`config.mk`:
```
export PLATFORM = sky130hd
export DESIGN_NAME = flash_rd_ctrl
export DESIGN_NICKNAME = d
export VERILOG_FILES = /design/src/rtl/flash_rc_pkg.sv /design/src/rtl/flash_rww_policy.sv /design/src/rtl/flash_line_buf.sv /design/src/rtl/flash_irq_flags.sv /design/src/rtl/flash_rd_ctrl.sv
export SDC_FILE = /design/constraint.sdc
export NUM_CORES = 1
export LEC_CHECK = 0
export BUFFER_PORTS_ARGS = -buffer_cell sky130_fd_sc_hd__buf_2
export CAP_MARGIN = 15
export CORE_MARGIN = 5
export CORE_UTILIZATION = 55
export CTS_BUF_LIST = sky130_fd_sc_hd__clkbuf_4 sky130_fd_sc_hd__clkbuf_8
export CTS_CLUSTER_DIAMETER = 60
export DETAILED_ROUTE_END_ITERATION = 10
export MAX_ROUTING_LAYER = met4
export PLACE_DENSITY = 0.8
export SETUP_SLACK_MARGIN = 0.02
export SKIP_LAST_GASP = 1
export SYNTH_ARGS = -nofsm -noshare
export SYNTH_HDL_FRONTEND = slang
export SYNTH_HIERARCHICAL = 1
export SYNTH_SLANG_ARGS = --single-unit
```
`constraint.sdc`:
```
create_clock -name clk_i -period 3 [get_ports clk_i]
set_input_delay 0.3 -clock clk_i [delete_from_list [all_inputs] [get_ports clk_i]]
set_output_delay 0.3 -clock clk_i [all_outputs]
set_load 0.02 [all_outputs]
```
`src/rtl/flash_rc_pkg.sv`:
```
package flash_rc_pkg;
  typedef enum logic [1:0] {
    ST_IDLE   = 2'd0,
    ST_STALL  = 2'd1,
    ST_ACCESS = 2'd2
  } rc_state_e;

  typedef struct packed {
    logic stall;
    logic abort;
    logic irq_abort;
    logic irq_stall;
  } rww_act_t;
endpackage

```
`src/rtl/flash_rww_policy.sv`:
```
module flash_rww_policy
  import flash_rc_pkg::*;
(
  input  logic [2:0] code_i,
  output rww_act_t   act_o
);
  always_comb begin
    act_o           = '0;
    act_o.stall     = code_i[2];
    act_o.abort     = code_i[2] & ~code_i[1];
    act_o.irq_abort = (code_i == 3'b100);
    act_o.irq_stall = (code_i == 3'b110);
  end
endmodule

```
`src/rtl/flash_line_buf.sv`:
```
module flash_line_buf #(
  parameter int TAG_W  = 14,
  parameter int LINE_W = 128
) (
  input  logic              clk_i,
  input  logic              rst_ni,
  input  logic              en_i,
  input  logic              fill_i,
  input  logic [TAG_W-1:0]  fill_tag_i,
  input  logic [LINE_W-1:0] fill_line_i,
  input  logic [TAG_W-1:0]  look_tag_i,
  output logic              hit_o,
  output logic [LINE_W-1:0] line_o
);
  logic              valid_q;
  logic [TAG_W-1:0]  tag_q;
  logic [LINE_W-1:0] line_q;

  always_ff @(posedge clk_i or negedge rst_ni) begin
    if (!rst_ni) begin
      valid_q <= 1'b0;
      tag_q   <= '0;
      line_q  <= '0;
    end else if (!en_i) begin
      valid_q <= 1'b0;
    end else if (fill_i) begin
      valid_q <= 1'b1;
      tag_q   <= fill_tag_i;
      line_q  <= fill_line_i;
    end
  end

  assign hit_o  = en_i & valid_q & (tag_q == look_tag_i);
  assign line_o = line_q;
endmodule

```
`src/rtl/flash_irq_flags.sv`:
```
module flash_irq_flags #(
  parameter int N = 2
) (
  input  logic         clk_i,
  input  logic         rst_ni,
  input  logic [N-1:0] set_i,
  input  logic [N-1:0] clr_i,
  output logic [N-1:0] flag_o
);
  for (genvar i = 0; i < N; i++) begin : g_flag
    logic q;
    always_ff @(posedge clk_i or negedge rst_ni) begin
      if (!rst_ni)       q <= 1'b0;
      else if (set_i[i]) q <= 1'b1;  // set beats clear
      else if (clr_i[i]) q <= 1'b0;
    end
    assign flag_o[i] = q;
  end
endmodule

```
`src/rtl/flash_rd_ctrl.sv`:
```
module flash_rd_ctrl
  import flash_rc_pkg::*;
#(
  parameter int ADDR_W = 16,
  parameter int DATA_W = 32,
  parameter int LINE_W = 128,
  parameter int WS_W   = 5,
  localparam int WORDS = LINE_W / DATA_W,
  localparam int OFF_W = $clog2(WORDS),
  localparam int TAG_W = ADDR_W - OFF_W
) (
  input  logic              clk_i,
  input  logic              rst_ni,
  input  logic [WS_W-1:0]   cfg_wait_i,
  input  logic [2:0]        cfg_rww_i,
  input  logic              cfg_buf_en_i,
  input  logic              rd_req_i,
  input  logic [ADDR_W-1:0] rd_addr_i,
  output logic              rd_ack_o,
  output logic              rd_err_o,
  output logic [DATA_W-1:0] rd_data_o,
  input  logic              arr_busy_i,
  output logic              arr_rd_o,
  output logic [TAG_W-1:0]  arr_addr_o,
  input  logic [LINE_W-1:0] arr_line_i,
  output logic              arr_abort_o,
  input  logic [1:0]        irq_clr_i,
  output logic              irq_abort_o,
  output logic              irq_stall_o
);
  rc_state_e         state_q;
  logic [WS_W-1:0]   cnt_q;
  logic [TAG_W-1:0]  tag_q;
  logic [OFF_W-1:0]  off_q;
  logic              ack_q, err_q, abort_q;
  logic [DATA_W-1:0] data_q;

  logic [TAG_W-1:0]  req_tag;
  logic [OFF_W-1:0]  req_off;
  logic              accept, hit, fill;
  logic [LINE_W-1:0] buf_line;
  rww_act_t          act;
  logic [1:0]        irq_set, irq_flag;

  assign req_tag = rd_addr_i[ADDR_W-1:OFF_W];
  assign req_off = rd_addr_i[OFF_W-1:0];
  assign accept  = rd_req_i & ~ack_q & (state_q == ST_IDLE);
  assign fill    = (state_q == ST_ACCESS) && (cnt_q == '0);

  flash_rww_policy u_policy (
    .code_i (cfg_rww_i),
    .act_o  (act)
  );

  flash_line_buf #(
    .TAG_W  (TAG_W),
    .LINE_W (LINE_W)
  ) u_buf (
    .clk_i       (clk_i),
    .rst_ni      (rst_ni),
    .en_i        (cfg_buf_en_i),
    .fill_i      (fill),
    .fill_tag_i  (tag_q),
    .fill_line_i (arr_line_i),
    .look_tag_i  (req_tag),
    .hit_o       (hit),
    .line_o      (buf_line)
  );

  // notification only on a stalled busy miss
  assign irq_set[0] = accept & ~hit & arr_busy_i & act.irq_abort;
  assign irq_set[1] = accept & ~hit & arr_busy_i & act.irq_stall;

  flash_irq_flags #(.N(2)) u_irq (
    .clk_i  (clk_i),
    .rst_ni (rst_ni),
    .set_i  (irq_set),
    .clr_i  (irq_clr_i),
    .flag_o (irq_flag)
  );

  always_ff @(posedge clk_i or negedge rst_ni) begin
    if (!rst_ni) begin
      state_q <= ST_IDLE;
      cnt_q   <= '0;
      tag_q   <= '0;
      off_q   <= '0;
      ack_q   <= 1'b0;
      err_q   <= 1'b0;
      abort_q <= 1'b0;
      data_q  <= '0;
    end else begin
      ack_q   <= 1'b0;
      err_q   <= 1'b0;
      abort_q <= 1'b0;
      unique case (state_q)
        ST_IDLE: if (accept) begin
          tag_q <= req_tag;
          off_q <= req_off;
          if (hit) begin
            ack_q  <= 1'b1;
            data_q <= buf_line[req_off*DATA_W +: DATA_W];
          end else if (arr_busy_i) begin
            if (!act.stall) begin
              ack_q  <= 1'b1;
              err_q  <= 1'b1;
              data_q <= '0;
            end else begin
              state_q <= ST_STALL;
              abort_q <= act.abort;
            end
          end else begin
            state_q <= ST_ACCESS;
            cnt_q   <= cfg_wait_i;
          end
        end
        ST_STALL: if (!arr_busy_i) begin
          state_q <= ST_ACCESS;
          cnt_q   <= cfg_wait_i;
        end
        ST_ACCESS: begin
          if (cnt_q == '0) begin
            ack_q   <= 1'b1;
            data_q  <= arr_line_i[off_q*DATA_W +: DATA_W];
            state_q <= ST_IDLE;
          end else begin
            cnt_q <= cnt_q - 1'b1;
          end
        end
        default: state_q <= ST_IDLE;
      endcase
    end
  end

  assign rd_ack_o    = ack_q;
  assign rd_err_o    = err_q;
  assign rd_data_o   = data_q;
  assign arr_rd_o    = (state_q == ST_ACCESS);
  assign arr_addr_o  = tag_q;
  assign arr_abort_o = abort_q;
  assign irq_abort_o = irq_flag[0];
  assign irq_stall_o = irq_flag[1];
endmodule

```
Yosys cells after proc, flatten, opt, wreduce, memory -nomap -nowiden
Cells that the tools add are included.

Flip-flop bits (word level): 203. Input port bits: 159. Output and inout bits: 52. Word-level logic and storage cells: 92.

$add $sub $neg: 1. Equality and inequality tests: 14. Shift-type cells: 2. Mux-type cells: 38. Bitwise logic cells: 12. Reduce and logical (&&, ||, !) cells: 12.

Operator list (number): 128-bit by 8-bit variable part select with 32-bit output (2); 32-bit 2-to-1 mux (5); 32-bit one-hot mux with 2 select lines (1); 5-bit 2-to-1 mux (4); 1-bit 2-to-1 mux (19); 5-bit one-hot mux with 3 select lines (1); 14-bit == test (1); 2-bit 2-to-1 mux (6); 5-bit AND reduction (2); 1-bit bitwise AND (9); 3-bit != test (second input constant) (3); 2-bit != test (second input constant) (4); 3-bit == test (second input constant) (2); 2-bit one-hot mux with 3 select lines (1); 2-bit nonzero test (3); 5-bit logical NOT (1); 5-bit by 1-bit subtractor with 5-bit output (second input constant) (1); 2-bit by 1-bit != test with 1-bit output (second input constant) (2); 2-bit AND reduction (2); 4-bit AND reduction (1); 1-bit inverter (3); 3-bit nonzero test (1); 2-bit by 1-bit == test with 1-bit output (second input constant) (1); 2-bit == test (second input constant) (1); 3 further kinds (3).

Depth between registers and ports, before layout
Word-level depth: 7. Gate-level depth with buffers: 8. Gate-level depth less buffers: 8.

Cells and area by module
The synthesis kept the hierarchy.

Modules (own cells, without submodules): flash_line_buf (times used 1, cells each 322, area each 5427.7 um2, seq. area each 3578.4 um2); flash_rd_ctrl (times used 1, cells each 417, area each 4599.4 um2, seq. area each 1451.4 um2); flash_irq_flags (times used 1, cells each 8, area each 87.6 um2, seq. area each 50.0 um2); flash_rww_policy (times used 1, cells each 4, area each 35.0 um2, seq. area each 0.0 um2).

Worst setup path after synthesis
OpenSTA, ideal clock, no wires.

Path kind: flip-flop to flip-flop. Start: register u_buf.tag_q[0]. End: register data_q[16] (netlist: rd_data_o[16]). Setup time: 0.064 ns. Data arrival time: 2.313 ns. Data required time: 2.936 ns. Slack: 0.622 ns. Cell stages (with the launch flop): 8. Buffers on the path: 1. Period minus slack after synthesis: 2.378 ns. Cells stage by stage: dfrtp_1 xor2_1 or4_1 nor4_2 nor3b_2 clkbuf_1 a211o_1 mux2_4.

Cells in the longest elaborated chain, start to end: 5. Elaborated cells between the ends (all ways): 8. Classes of those cells: eq/ne: 3; mux: 3; bitwise: 1; reduce/logical: 1.

Ends and longest elaborated chain: start: declaration (RTL line flash_line_buf.sv:16) `logic [TAG_W-1:0] tag_q;`; start signal: assignment (RTL line flash_line_buf.sv:28) `tag_q <= fill_tag_i;`; 14-bit == test * (RTL line flash_line_buf.sv:33) `assign hit_o = en_i & valid_q & (tag_q == look_tag_i);`; 1-bit bitwise AND * (RTL line flash_line_buf.sv:33); via hit (RTL line flash_rd_ctrl.sv:40) `logic accept, hit, fill;`; 32-bit 2-to-1 mux (RTL line flash_rd_ctrl.sv:100) `if (hit) begin`; 32-bit 2-to-1 mux (RTL line flash_rd_ctrl.sv:97) `ST_IDLE: if (accept) begin`; 32-bit one-hot mux with 2 select lines (RTL line flash_rd_ctrl.sv:96) `unique case (state_q)`; end signal: assignment (RTL line flash_rd_ctrl.sv:102) `data_q <= buf_line[req_off*DATA_W +: DATA_W];`; end signal: assignment (RTL line flash_rd_ctrl.sv:124) `data_q <= arr_line_i[off_q*DATA_W +: DATA_W];`; end: declaration (RTL line flash_rd_ctrl.sv:36) `logic [DATA_W-1:0] data_q;`.

Mark *: on every way through the listed nets, which the timed path passes. The rest lies on a longest branch. The select of a mux whose other input is x is not followed. A chain may end at the register's enable or synchronous reset.

Worst setup path in the final report
Start: register u_buf.tag_q[0]. End: register data_q[25] (netlist: rd_data_o[25]).

The elaborated chain is that of the path after synthesis.

==> flow_metrics.tcl <==
set metrics [dict create \
    status "finished, final reports clean" \
    synthFlopType "dfrtp_1" \
    gp_congestion 0.776 \
    setup.worst_path.class "register to register" \
    p_leak_nw 6.29 \
    die_area_um2 21300 \
    synth_nets 911 \
    htree_num_levels 2 \
    powerDensity_nw_per_um2 950 \
    hold_end "u_buf/line_o[123]$_DFFE_PN0P_" \
    worst_slack_ps 325 \
    wl_per_cell_um 20.0 \
    grt_pass1_vias 7634 \
    relSlewSlack 0.334 \
    vias 6981 \
    period_share 0.892 \
    drt-pass1-iter-count 4 \
    post-place-ws_ps 308 \
    antenna_found_initial 3 \
    clock_latency_ps 510 \
    synth_edf_count 0 \
    pwr-share-comb 0.374 \
    drive_above_1_share 0.528 \
    fmax_ghz 0.374 \
    reg2reg_to "rd_data_o[25]$_DFFE_PN0P_" \
    period_needed_ps 2680 \
    drt-total-wl_mm 24.6 \
    ys_ff_latch 203 \
    ir_drop_mv 0.506 \
    hold_class "input pin to register" \
    setup_violations 0 \
    rows 49 \
    cts_buffer_depth 3 \
    pwr-share-seq 0.400 \
    numPortBuffers 210 \
    syn2layout_area_growth_pct 20.9 \
    stdcell_area_um2 12300 \
    p_sw_frac 0.333 \
    synth_cell_type_count 46 \
    grt-ovfl-total 0 \
    synth.avg_cell_area_um2 13.5 \
    clk_pin_slew_ps 60 \
    yosysTopAreaCellShare 0.500 \
    hold_viol 0 \
    grt_usage 0.238 \
    r2r_cells 7 \
    grt_start_max_net_pins 77 \
    power_switching_mw 3.88 \
    grt_pass1_wl_mm 40.4 \
    drt_iter0_markers 420 \
    synthCells 751 \
    cts_tree "done" \
    hp-start "arr_line_i[123]" \
    cap_violations 0 \
    synth_top_area_cell "dfrtp_1" \
    dpl_cell_area_um2 11400 \
    clockRootBuffer "clkbuf_8" \
    cts_buffers 36 \
    setup_tns_ps 0 \
    die_x_um 146 \
    worstMarginPinSlew_ps 998 \
    hold_ws_ps 34.0 \
    p_clk_frac 0.226 \
    ys_seq_area_frac 0.500 \
    drc_errors 0 \
    die_h_um 146 \
    required_ps 3390 \
    max_stage_delay_ps 550 \
    reg2reg_slack_ps 320 \
    slew_viol_final 0 \
    reg2reg_from "u_buf/tag_q[0]$_DFFE_PN0P_" \
    via_per_inst 5.68 \
    yosys-top-cells-count "203 x dfrtp_1, 193 x mux2_2, 98 x mux2i_1" \
    synth.most_common_cell "dfrtp_1" \
    start_util 0.561 \
    design.core.area_um2 18100 \
    cp-start-kind "register" \
    ios 211 \
    critPathMaxFanout 27 \
    slowest_stage "nor4_2" \
    skew_ps 12.9 \
    cp_cell_sequence "xor2_1 > or4_1 > nor4_2 > o21ai_1 > nand2b_2 > buf_12 > mux2_2" \
    cts-resized-gates 0 \
    holdPathStages 2 \
    power.internal_mw 7.78 \
    cts_num_sinks 203 \
    synth_area_leaders "dfrtp_1 50%, mux2_2 21%, mux2i_1 9.7%, mux2_4 4.3%, a211o_1 2.8%" \
    rsz0062_at_grt "no" \
    synth_area_um2 10100 \
    yosys_warnings 6 \
    postSynth.asyncResetShare 1.00 \
    worstPathArrival_ps 3070 \
    p_total_mw 11.7 \
    hpwl_mm 16.3 \
    postRouteAntennaNets 0 \
    crit_path_end_kind "register" \
    nNetsFinal 1133 \
]
## layer usage
layer	wire length, um	part of all wire	GRT usage	vias to the layer above
met4	352	0.014	0.0646	0
li1	-	-	-	3233
met5	0	0	-	-
met3	1580	0.064	0.0545	29
met1	11000	0.45	0.315	3508
met2	11700	0.48	0.371	211
## worst max path at each step
stage,from,slack [ps],cells after the start,to
floorplan,u_buf/tag_q[0]$_DFFE_PN0P_,620,7,rd_data_o[16]$_DFFE_PN0P_
global placement,rd_addr_i[10],370,8,rd_data_o[27]$_DFFE_PN0P_
detailed placement,rd_addr_i[10],310,8,rd_data_o[27]$_DFFE_PN0P_
CTS,u_buf/tag_q[0]$_DFFE_PN0P_,310,7,rd_data_o[27]$_DFFE_PN0P_
global route,u_buf/tag_q[0]$_DFFE_PN0P_,90,7,rd_data_o[25]$_DFFE_PN0P_
finish,u_buf/tag_q[0]$_DFFE_PN0P_,320,7,rd_data_o[25]$_DFFE_PN0P_
## power groups by stage
stage	Combinational, mW	Sequential (mW)	Clock [mW]
after floorplan	3.07	4.71	0
after global placement	4.25	4.63	0
after detailed placement	4.35	4.69	0
after CTS	4.37	4.66	2.70
after global routing	4.72	4.81	2.84
final	4.36	4.66	2.64
## cell type report
class	count	area (um^2)
diodes	4	10.0
clock buffers	54	681
clock inverters	8	70.1
fillers	1333	5820
inverters	6	22.5
multi-input cells	488	4760
flip-flops and latches	203	5080
well taps	229	287
repair buffers	238	1350
## layout by cell type, fill, tap and decap left out, types with 4 or more instances in the layout
master           n
inv_1            5
dfrtp_1        202
buf_12           5
dlygate4sd3_1    6
o22ai_1         32
o21ai_0          4
mux2i_1         98
clkbuf_4        10
a211o_1         32
nor3_1          34
a21oi_1          4
nand2_1          4
buf_2          208
mux2_4          29
buf_4           18
clkbuf_8        45
mux2_2         193
clkinv_2         5
xnor2_1         11
nor2_1           6
diode_2          4
## critical path, delay by kind of cell, from the launching register on
kind / cells / cell delay [ps]
xor+xnor: 1 / 160
flops: 1 / 390
mux: 1 / 360
buf+inv: 1 / 250
compound gates: 1 / 170
simple gates: 3 / 1220
## flip-flops by register name (all words and copies together) (netlist names)
name            count
u_buf/valid_q       1
state_q             2
u_buf/tag_q        14
u_irq/g_flag.q      2
u_buf/line_o      128
rd_data_o          32
rd_err_o            1
rd_ack_o            1
arr_addr_o         14
arr_abort_o         1
off_q               2
cnt_q               5
## kinds of logic (layout without fill, tap and decap cells)
family | after synthesis | count (layout) | synth area share
adder cells (fa/ha/maj) | 1 | 1 | 0.00123
XOR/XNOR | 14 | 14 | 0.0121
AO/OA/AOI/OAI | 81 | 81 | 0.0578
other | 0 | 4 | 0
buffers and inverters | 60 | 306 | 0.0318
multiplexers | 320 | 320 | 0.354
flip-flops | 203 | 203 | 0.500
AND/OR/NAND/NOR | 72 | 72 | 0.0429
## repair_timing
action,in CTS,in global routing
endpoints found under the hold margin,68,0
endpoints found under the setup margin,0,0
setup buffers,0,0
hold buffers,6,0
## metrics by stage
stage           util  cells
6_report       0.678   1230
5_1_grt        0.678   1229
4_1_cts        0.678   1226
3_5_place_dp   0.633   1158
3_3_place_gp   0.633   1158
2_1_floorplan      -    751
Note: power is estimated with default switching activity, not from simulation.
